--- config.mk ---
export PLATFORM = sky130hd
export DESIGN_NAME = tally_counter
export DESIGN_NICKNAME = d
export VERILOG_FILES = /design/src/rtl/tally_pkg.sv /design/src/rtl/tally_ctrl.sv /design/src/rtl/tally_datapath.sv /design/src/rtl/tally_counter.sv
export SDC_FILE = /design/constraint.sdc
export NUM_CORES = 1
export LEC_CHECK = 0
export ABC_AREA = 1
export BUFFER_PORTS_ARGS = -buffer_cell sky130_fd_sc_hd__buf_2
export CELL_PAD_IN_SITES_DETAIL_PLACEMENT = 1
export CELL_PAD_IN_SITES_GLOBAL_PLACEMENT = 1
export CORE_UTILIZATION = 45
export CTS_CLUSTER_SIZE = 10
export DETAILED_ROUTE_END_ITERATION = 10
export HOLD_SLACK_MARGIN = 0.12
export PLACE_DENSITY_LB_ADDON = 0.15
export SYNTH_ARGS = -nofsm -noshare
export SYNTH_HDL_FRONTEND = slang
export SYNTH_HIERARCHICAL = 1
export SYNTH_SLANG_ARGS = --single-unit
--- constraint.sdc ---
create_clock -name clk -period 7.24 [get_ports clk]
set_input_delay 1.448 -clock clk [delete_from_list [all_inputs] [get_ports clk]]
set_output_delay 1.448 -clock clk [all_outputs]
set_load 0.005 [all_outputs]
--- src/rtl/tally_pkg.sv ---
package tally_pkg;
  localparam int STATUS_W = 7;

  typedef enum logic [1:0] {
    BND_FREE    = 2'd0,
    BND_RANGE   = 2'd1,
    BND_ONESHOT = 2'd2,
    BND_MODN    = 2'd3
  } bound_e;

  // one-hot-ish request strobes from control to datapath
  typedef struct packed {
    logic doClear;
    logic doLoad;
    logic doLatch;
    logic doStep;
    logic stepUp;
    logic dirWr;
    logic clrFlags;
    logic clrErr;
    logic setErr;
  } strobe_t;
endpackage

--- src/rtl/tally_ctrl.sv ---
module tally_ctrl
  import tally_pkg::*;
(
  input  logic    clk,
  input  logic    rstN,
  input  logic    countStb,
  input  logic    countUp,
  input  logic    idxActive,
  input  logic    idxRouteReset,
  input  logic    idxLoadLatch,
  input  logic    idxResetGate,
  input  logic    cmdLoad,
  input  logic    cmdClear,
  input  logic    cmdLatch,
  input  logic    cmdClrFlags,
  input  logic    cmdClrErr,
  input  logic    errEvent,
  output strobe_t stb,
  output logic    idxSeen
);
  logic idxPrev;
  logic idxRise;
  logic idxLoadEv;
  logic idxLatchEv;
  logic idxClrEv;
  logic gateOpen;
  logic clearReq;
  logic loadReq;

  always_ff @(posedge clk or negedge rstN) begin
    if (!rstN) idxPrev <= 1'b0;
    else       idxPrev <= idxActive;
  end

  assign idxRise    = idxActive & ~idxPrev;
  assign idxLoadEv  = idxRise & ~idxRouteReset & ~idxLoadLatch;
  assign idxLatchEv = idxRise & ~idxRouteReset &  idxLoadLatch;
  assign idxClrEv   = idxRise &  idxRouteReset & ~idxResetGate;
  assign gateOpen   = ~(idxRouteReset & idxResetGate) | idxActive;

  // clear beats load, both beat a count step
  assign clearReq = cmdClear | idxClrEv;
  assign loadReq  = (cmdLoad | idxLoadEv) & ~clearReq;

  always_comb begin
    stb.doClear  = clearReq;
    stb.doLoad   = loadReq;
    stb.doLatch  = cmdLatch | idxLatchEv;
    stb.doStep   = countStb & gateOpen & ~clearReq & ~loadReq;
    stb.stepUp   = countUp;
    stb.dirWr    = countStb;
    stb.clrFlags = cmdClrFlags;
    stb.clrErr   = cmdClrErr;
    stb.setErr   = errEvent;
  end

  assign idxSeen = idxPrev;
endmodule

--- src/rtl/tally_datapath.sv ---
module tally_datapath
  import tally_pkg::*;
#(
  parameter int DIGITS = 6
) (
  input  logic                clk,
  input  logic                rstN,
  input  strobe_t             stb,
  input  logic                bcdMode,
  input  logic [1:0]          bndMode,
  input  logic [1:0]          flagSel,
  input  logic                presetWr,
  input  logic [4*DIGITS-1:0] presetIn,
  input  logic                idxSeen,
  output logic [4*DIGITS-1:0] countVal,
  output logic [4*DIGITS-1:0] latchVal,
  output logic [STATUS_W-1:0] statusFlags,
  output logic                flg1,
  output logic                flg2
);
  localparam int W = 4 * DIGITS;
  localparam logic [W-1:0] ONE = W'(1);
  localparam logic [W-1:0] BIN_MAX = {W{1'b1}};

  function automatic logic [W-1:0] allNines();
    logic [W-1:0] r;
    for (int i = 0; i < DIGITS; i++) r[4*i +: 4] = 4'd9;
    return r;
  endfunction
  localparam logic [W-1:0] BCD_MAX = allNines();

  // decimal ripple step, one digit borrows/carries into the next
  function automatic logic [W-1:0] bcdStep(input logic [W-1:0] v, input logic up);
    logic [W-1:0] r;
    logic c;
    r = v;
    c = 1'b1;
    for (int i = 0; i < DIGITS; i++) begin
      if (c) begin
        if (up) begin
          if (v[4*i +: 4] == 4'd9) r[4*i +: 4] = 4'd0;
          else begin r[4*i +: 4] = v[4*i +: 4] + 4'd1; c = 1'b0; end
        end else begin
          if (v[4*i +: 4] == 4'd0) r[4*i +: 4] = 4'd9;
          else begin r[4*i +: 4] = v[4*i +: 4] - 4'd1; c = 1'b0; end
        end
      end
    end
    return r;
  endfunction

  bound_e mode;
  logic [W-1:0] cntQ, cntD, presetQ, latchQ, maxVal, stepVal;
  logic haltQ, haltD;
  logic atMax, atZero, atPre;
  logic carry, borrow, moved, cmpHit;
  logic evCarry, evBorrow, evCmp;
  logic btQ, ctQ, cptQ, signQ, errQ, dirQ;

  assign mode    = bound_e'(bndMode);
  assign maxVal  = bcdMode ? BCD_MAX : BIN_MAX;
  assign stepVal = bcdMode ? bcdStep(cntQ, stb.stepUp)
                           : (stb.stepUp ? cntQ + ONE : cntQ - ONE);
  assign atMax   = (cntQ == maxVal);
  assign atZero  = (cntQ == '0);
  assign atPre   = (cntQ == presetQ);

  always_comb begin
    cntD   = cntQ;
    haltD  = haltQ;
    carry  = 1'b0;
    borrow = 1'b0;
    moved  = 1'b0;
    if (stb.doClear) begin
      cntD  = '0;
      haltD = 1'b0;
    end else if (stb.doLoad) begin
      cntD  = presetQ;
      haltD = 1'b0;
    end else if (stb.doStep && !haltQ) begin
      if (stb.stepUp) begin
        if (mode == BND_RANGE && atPre) begin
          cntD = cntQ;
        end else if ((mode == BND_MODN && atPre) || atMax) begin
          cntD  = '0;
          carry = 1'b1;
          moved = 1'b1;
          haltD = (mode == BND_ONESHOT);
        end else begin
          cntD  = stepVal;
          moved = 1'b1;
        end
      end else begin
        if (mode == BND_RANGE && atZero) begin
          cntD = cntQ;
        end else if (atZero) begin
          cntD   = (mode == BND_MODN) ? presetQ : maxVal;
          borrow = 1'b1;
          moved  = 1'b1;
          haltD  = (mode == BND_ONESHOT);
        end else begin
          cntD  = stepVal;
          moved = 1'b1;
        end
      end
    end
  end

  assign cmpHit = moved && (cntD == presetQ);

  always_ff @(posedge clk or negedge rstN) begin
    if (!rstN) begin
      cntQ <= '0; haltQ <= 1'b0; presetQ <= '0; latchQ <= '0;
      evCarry <= 1'b0; evBorrow <= 1'b0; evCmp <= 1'b0;
      btQ <= 1'b0; ctQ <= 1'b0; cptQ <= 1'b0; signQ <= 1'b0;
      errQ <= 1'b0; dirQ <= 1'b0;
    end else begin
      cntQ     <= cntD;
      haltQ    <= haltD;
      evCarry  <= carry;
      evBorrow <= borrow;
      evCmp    <= cmpHit;
      if (presetWr)    presetQ <= presetIn;
      if (stb.doLatch) latchQ  <= cntQ;
      if (stb.dirWr)   dirQ    <= stb.stepUp;
      if (stb.clrFlags) begin
        btQ <= 1'b0; ctQ <= 1'b0; cptQ <= 1'b0; signQ <= 1'b0;
      end else begin
        btQ  <= btQ ^ borrow;
        ctQ  <= ctQ ^ carry;
        cptQ <= cptQ ^ cmpHit;
        if (borrow)     signQ <= 1'b1;
        else if (carry) signQ <= 1'b0;
      end
      if (stb.setErr)      errQ <= 1'b1;
      else if (stb.clrErr) errQ <= 1'b0;
    end
  end

  assign countVal    = cntQ;
  assign latchVal    = latchQ;
  assign statusFlags = {idxSeen, dirQ, errQ, signQ, cptQ, ctQ, btQ};

  always_comb begin
    unique case (flagSel)
      2'd0:    begin flg1 = evCarry;            flg2 = evBorrow; end
      2'd1:    begin flg1 = evCmp;              flg2 = evBorrow; end
      2'd2:    begin flg1 = evCarry | evBorrow; flg2 = dirQ;     end
      default: begin flg1 = idxSeen;            flg2 = errQ;     end
    endcase
  end

  assert_bcd_wrap_R1: assert property (@(posedge clk) disable iff (!rstN)
    (stb.doStep && stb.stepUp && !haltQ && bcdMode && mode == BND_FREE && cntQ == BCD_MAX)
    |=> (cntQ == '0 && evCarry));

  assert_range_hold_R3: assert property (@(posedge clk) disable iff (!rstN)
    (stb.doStep && stb.stepUp && mode == BND_RANGE && cntQ == presetQ)
    |=> (cntQ == $past(cntQ) && !evCarry));

  assert_oneshot_halt_R4: assert property (@(posedge clk) disable iff (!rstN)
    (haltQ && !stb.doClear && !stb.doLoad) |=> $stable(cntQ));

  assert_sign_carry_R7: assert property (@(posedge clk) disable iff (!rstN)
    evCarry |-> !signQ);

  assert_load_value_R9: assert property (@(posedge clk) disable iff (!rstN)
    stb.doLoad |=> (cntQ == $past(presetQ)));
endmodule

--- src/rtl/tally_counter.sv ---
module tally_counter
  import tally_pkg::*;
#(
  parameter int DIGITS = 6,
  localparam int W = 4 * DIGITS
) (
  input  logic                clk,
  input  logic                rstN,
  input  logic                countStb,
  input  logic                countUp,
  input  logic                bcdMode,
  input  logic [1:0]          bndMode,
  input  logic [1:0]          flagSel,
  input  logic                idxActive,
  input  logic                idxRouteReset,
  input  logic                idxLoadLatch,
  input  logic                idxResetGate,
  input  logic                presetWr,
  input  logic [W-1:0]        presetIn,
  input  logic                cmdLoad,
  input  logic                cmdClear,
  input  logic                cmdLatch,
  input  logic                cmdClrFlags,
  input  logic                cmdClrErr,
  input  logic                errEvent,
  output logic [W-1:0]        countVal,
  output logic [W-1:0]        latchVal,
  output logic [STATUS_W-1:0] statusFlags,
  output logic                flg1,
  output logic                flg2
);
  strobe_t stb;
  logic    idxSeen;

  tally_ctrl u_ctrl (
    .clk(clk), .rstN(rstN), .countStb(countStb), .countUp(countUp),
    .idxActive(idxActive), .idxRouteReset(idxRouteReset),
    .idxLoadLatch(idxLoadLatch), .idxResetGate(idxResetGate),
    .cmdLoad(cmdLoad), .cmdClear(cmdClear), .cmdLatch(cmdLatch),
    .cmdClrFlags(cmdClrFlags), .cmdClrErr(cmdClrErr), .errEvent(errEvent),
    .stb(stb), .idxSeen(idxSeen)
  );

  tally_datapath #(.DIGITS(DIGITS)) u_dp (
    .clk(clk), .rstN(rstN), .stb(stb), .bcdMode(bcdMode), .bndMode(bndMode),
    .flagSel(flagSel), .presetWr(presetWr), .presetIn(presetIn),
    .idxSeen(idxSeen), .countVal(countVal), .latchVal(latchVal),
    .statusFlags(statusFlags), .flg1(flg1), .flg2(flg2)
  );

  assert_clear_R9: assert property (@(posedge clk) disable iff (!rstN)
    cmdClear |=> (countVal == '0));

  assert_index_clear_R10: assert property (@(posedge clk) disable iff (!rstN)
    (idxRouteReset && !idxResetGate && idxActive && !statusFlags[6]) |=> (countVal == '0));
endmodule

==> flow_summary.json <==
{
  "status": "finished clean",
  "ios": 101,
  "synth_nets": 1530,
  "grt_max_degree": 84,
  "max_freq_ghz": 0.2016,
  "ctsResizeCount": 0,
  "grt_pass1_wl_microns": 55030,
  "p_sw_mw": 0.7457,
  "antenna_found_initial": 0,
  "final_common_cell": "nand2_1",
  "floorplan.initialDensity_pct": 46.33,
  "synth-seq-cells": 83,
  "cp-start-kind": "input pin",
  "core.rowCount": 50,
  "yosys.area_share.adder_pct": 5.966,
  "min_period_ns": 4.960,
  "endpoint_kind": "flip-flop",
  "vdd_drop_max_uv": 128.5,
  "holdCritPathClass": "reg -> reg",
  "die_h_microns": 141.2,
  "io_buffers": 100,
  "max_stage_delay_ns": 0.49,
  "antenna_cells": 0,
  "dp_hpwl_microns": 27040,
  "vias": 10140,
  "synthArstFlopShare_pct": 100.0,
  "ant_nets": 0,
  "cp.arrival_ns": 5.26,
  "overflow": 0,
  "synthSimpleGateAreaFrac_pct": 39.27,
  "grt_pass1_vias": 10120,
  "synth_xor_area_share_pct": 3.212,
  "rsz0062_at_grt": "no",
  "cts_root_buffer": "clkbuf_16",
  "first_iter_violations": 904,
  "cts_max_level": 3,
  "place.detailed.instances": 1746,
  "nets": 1582,
  "hold_viol": 0,
  "cts_made_buffers": 9,
  "area_growth_pct": 9.322,
  "synth.area.mux_share_pct": 0.2438,
  "die-area_sq_um": 19950,
  "drv_cap": 0,
  "tightest_slew_ns": 1.100,
  "swShare_pct": 43.78,
  "synthFlopType": "dfrtp_1",
  "syn-cell-area_sq_um": 8725,
  "drv_slew": 0,
  "drc_errors": 0,
  "relSlewSlack_pct": 26.67,
  "pwr-share-clk_pct": 27.6,
  "tritoncts": "built",
  "crit_top_cell": "nand2_1",
  "avgSynthCellArea_sq_um": 6.038,
  "drt_pass1_iterations": 5,
  "core_sq_um": 18830,
  "via_per_inst": 5.757,
  "worst_hold_slack_ns": 0.4735,
  "grt_use_total_pct": 35.83,
  "crit_type": "in -> reg",
  "synth_compound_area_share_pct": 15.95,
  "seq_area_frac_synth_pct": 23.81,
  "routabilityCongestion": 0.9709,
  "cts-hold-fix-buffers": 0,
  "synthCells": 1445,
  "fin_ws_ns": 2.280,
  "intPower_mw": 0.9578,
  "top_usage_layer": "met2",
  "cts_buffer_depth": 2,
  "finish.utilization_pct": 50.65,
  "die_x_microns": 141.2,
  "ys_warn_count": 6,
  "leakage_nw": 5.129,
  "final.fill_count": 2692,
  "clk_latency_ns": 0.36,
  "synth-edff-count": 0,
  "grtUsageMet1_pct": 46.36,
  "layout-drive-gt1-share_pct": 12.38,
  "fin_cells": 1762,
  "use_met3_pct": 4.144,
  "cpMaxStageDelayCell": "fa_1",
  "wl_microns": 34820,
  "path_clk_slew_ns": 0.08,
  "power_frac_comb_pct": 38.3,
  "setup_tns_ns": 0,
  "power_density_nw_per_um2": 178.6,
  "seqPwrFrac_pct": 34.1,
  "synth_top_family_by_area": "simple AND/OR/NAND/NOR gates",
  "critPathMaxFanout": 28,
  "finalSetupViolCount": 0,
  "yosysUniqueCellTypes": 57,
  "numClockSinks": 83,
  "post_cts_buffers": 0,
  "post_drt_wl_per_cell_microns": 19.76,
  "final_cell_mix": "nand2_1 (471), inv_1 (137), nor2_1 (128), nand3_1 (125), a21oi_1 (120)",
  "place_ws_ns": 1.967,
  "fin_skew_ns": 0.01095,
  "use_met2_pct": 58.57,
  "worstPathRequired_ns": 7.54,
  "timing.final.crit_share_pct": 68.51
}
-- logic make-up (layout without fill, tap and decap cells) --
group | Yosys count | in the layout
AO/OA/AOI/OAI | 253 | 253
flip-flops | 83 | 83
XOR/XNOR | 32 | 32
buffers and inverters | 234 | 291
AND/OR/NAND/NOR | 800 | 800
multiplexers | 2 | 2
adder cells (fa/ha/maj) | 41 | 41
-- per-stage QoR --
stage	total power [mW]	area, sq um
2_1_floorplan	1.003	8725
3_3_place_gp	1.200	9244
3_5_place_dp	1.220	9244
4_1_cts	1.701	9538
5_1_grt	1.809	9538
6_report	1.704	9538
-- final cells by class --
class | count | area [sq um] | share of cell area (%)
inverter | 168 | 639.4 | 6.703
multi-input combinational | 1128 | 5647 | 59.20
clock inverter | 7 | 68.82 | 0.7215
timing repair buffer | 107 | 555.5 | 5.824
sequential | 83 | 2077 | 21.78
tap | 260 | 325.3 | 3.411
clock buffer | 9 | 225.2 | 2.361
-- state kept, by name, summed over array words and instances (netlist names) --
name,flops
u_dp/evCmp,1
u_dp/ctQ,1
u_dp/cptQ,1
u_dp/haltQ,1
u_dp/latchVal,24
u_dp/evCarry,1
u_dp/evBorrow,1
u_dp/btQ,1
u_dp/countVal,24
u_ctrl/idxSeen,1
u_dp/errQ,1
u_dp/presetQ,24
u_dp/signQ,1
u_dp/dirQ,1
-- layer usage --
layer | up-vias | part of all wire (%)
met3 | 101 | 5.8
met4 | 0 | 5.1
met2 | 400 | 46
met5 | - | 0
met1 | 4873 | 43
li1 | 4770 | -
-- power groups by stage --
stage / combinational (mW) / clock, mW / sequential (mW)
after detailed placement: 0.632 / 0 / 0.588
after floorplan: 0.454 / 0 / 0.549
after CTS: 0.640 / 0.482 / 0.579
final: 0.652 / 0.471 / 0.581
after global routing: 0.722 / 0.501 / 0.586
after global placement: 0.614 / 0 / 0.586
-- final timing paths --
kind                       depth (start not counted)  slack, ns              from                 to
max in group asynchronous                          1       5.23              rstN  u_dp/latchVal[23]
setup reg to reg                                  22       2.99  u_dp/countVal[9]          u_dp/cptQ
min in group asynchronous                          1       1.27              rstN    u_dp/presetQ[6]
setup / recovery                                  28       2.28           countUp          u_dp/cptQ
hold reg to reg                                    1       0.47          u_dp/ctQ           u_dp/ctQ
hold / removal                                     1       0.47          u_dp/ctQ           u_dp/ctQ
-- Yosys cell counts, types with 2 or more instances --
cell / count / share of area [%]
o221ai_1: 2 / 0.20
nor2_1: 128 / 5.5
nand2_1: 471 / 20
xor2_1: 19 / 1.9
o211ai_1: 11 / 0.95
and2_1: 2 / 0.14
clkinv_1: 6 / 0.26
buf_4: 18 / 1.5
xnor2_1: 13 / 1.3
buf_6: 5 / 0.65
nor3_1: 10 / 0.57
nor2_2: 5 / 0.36
a211oi_1: 2 / 0.17
o21ai_1: 5 / 0.29
nand3b_1: 6 / 0.52
nand3_2: 2 / 0.23
inv_2: 21 / 0.90
nand3_1: 125 / 7.2
buf_1: 3 / 0.13
clkbuf_1: 27 / 1.2
inv_4: 3 / 0.22
a21oi_2: 2 / 0.20
buf_2: 13 / 0.75
ha_1: 40 / 5.7
nand3_4: 2 / 0.40
a31oi_1: 9 / 0.65
nand2_2: 12 / 0.86
nand4_1: 20 / 1.4
nor2_4: 4 / 0.52
o22ai_1: 8 / 0.57
inv_1: 137 / 5.9
o21bai_1: 2 / 0.17
o21ai_0: 82 / 4.7
a21oi_1: 120 / 6.9
nor4_1: 4 / 0.29
dfrtp_1: 83 / 24
or2_2: 3 / 0.22
-- critical path: cells and delay by family --
family                   cells  cell delay [ns]
AND/OR/NAND/NOR             23             2.20
buffers and inverters        3             0.92
adder cells (fa/ha/maj)      1             0.49
XOR/XNOR                     1             0.17
Note: power is estimated with default switching activity, not from simulation.
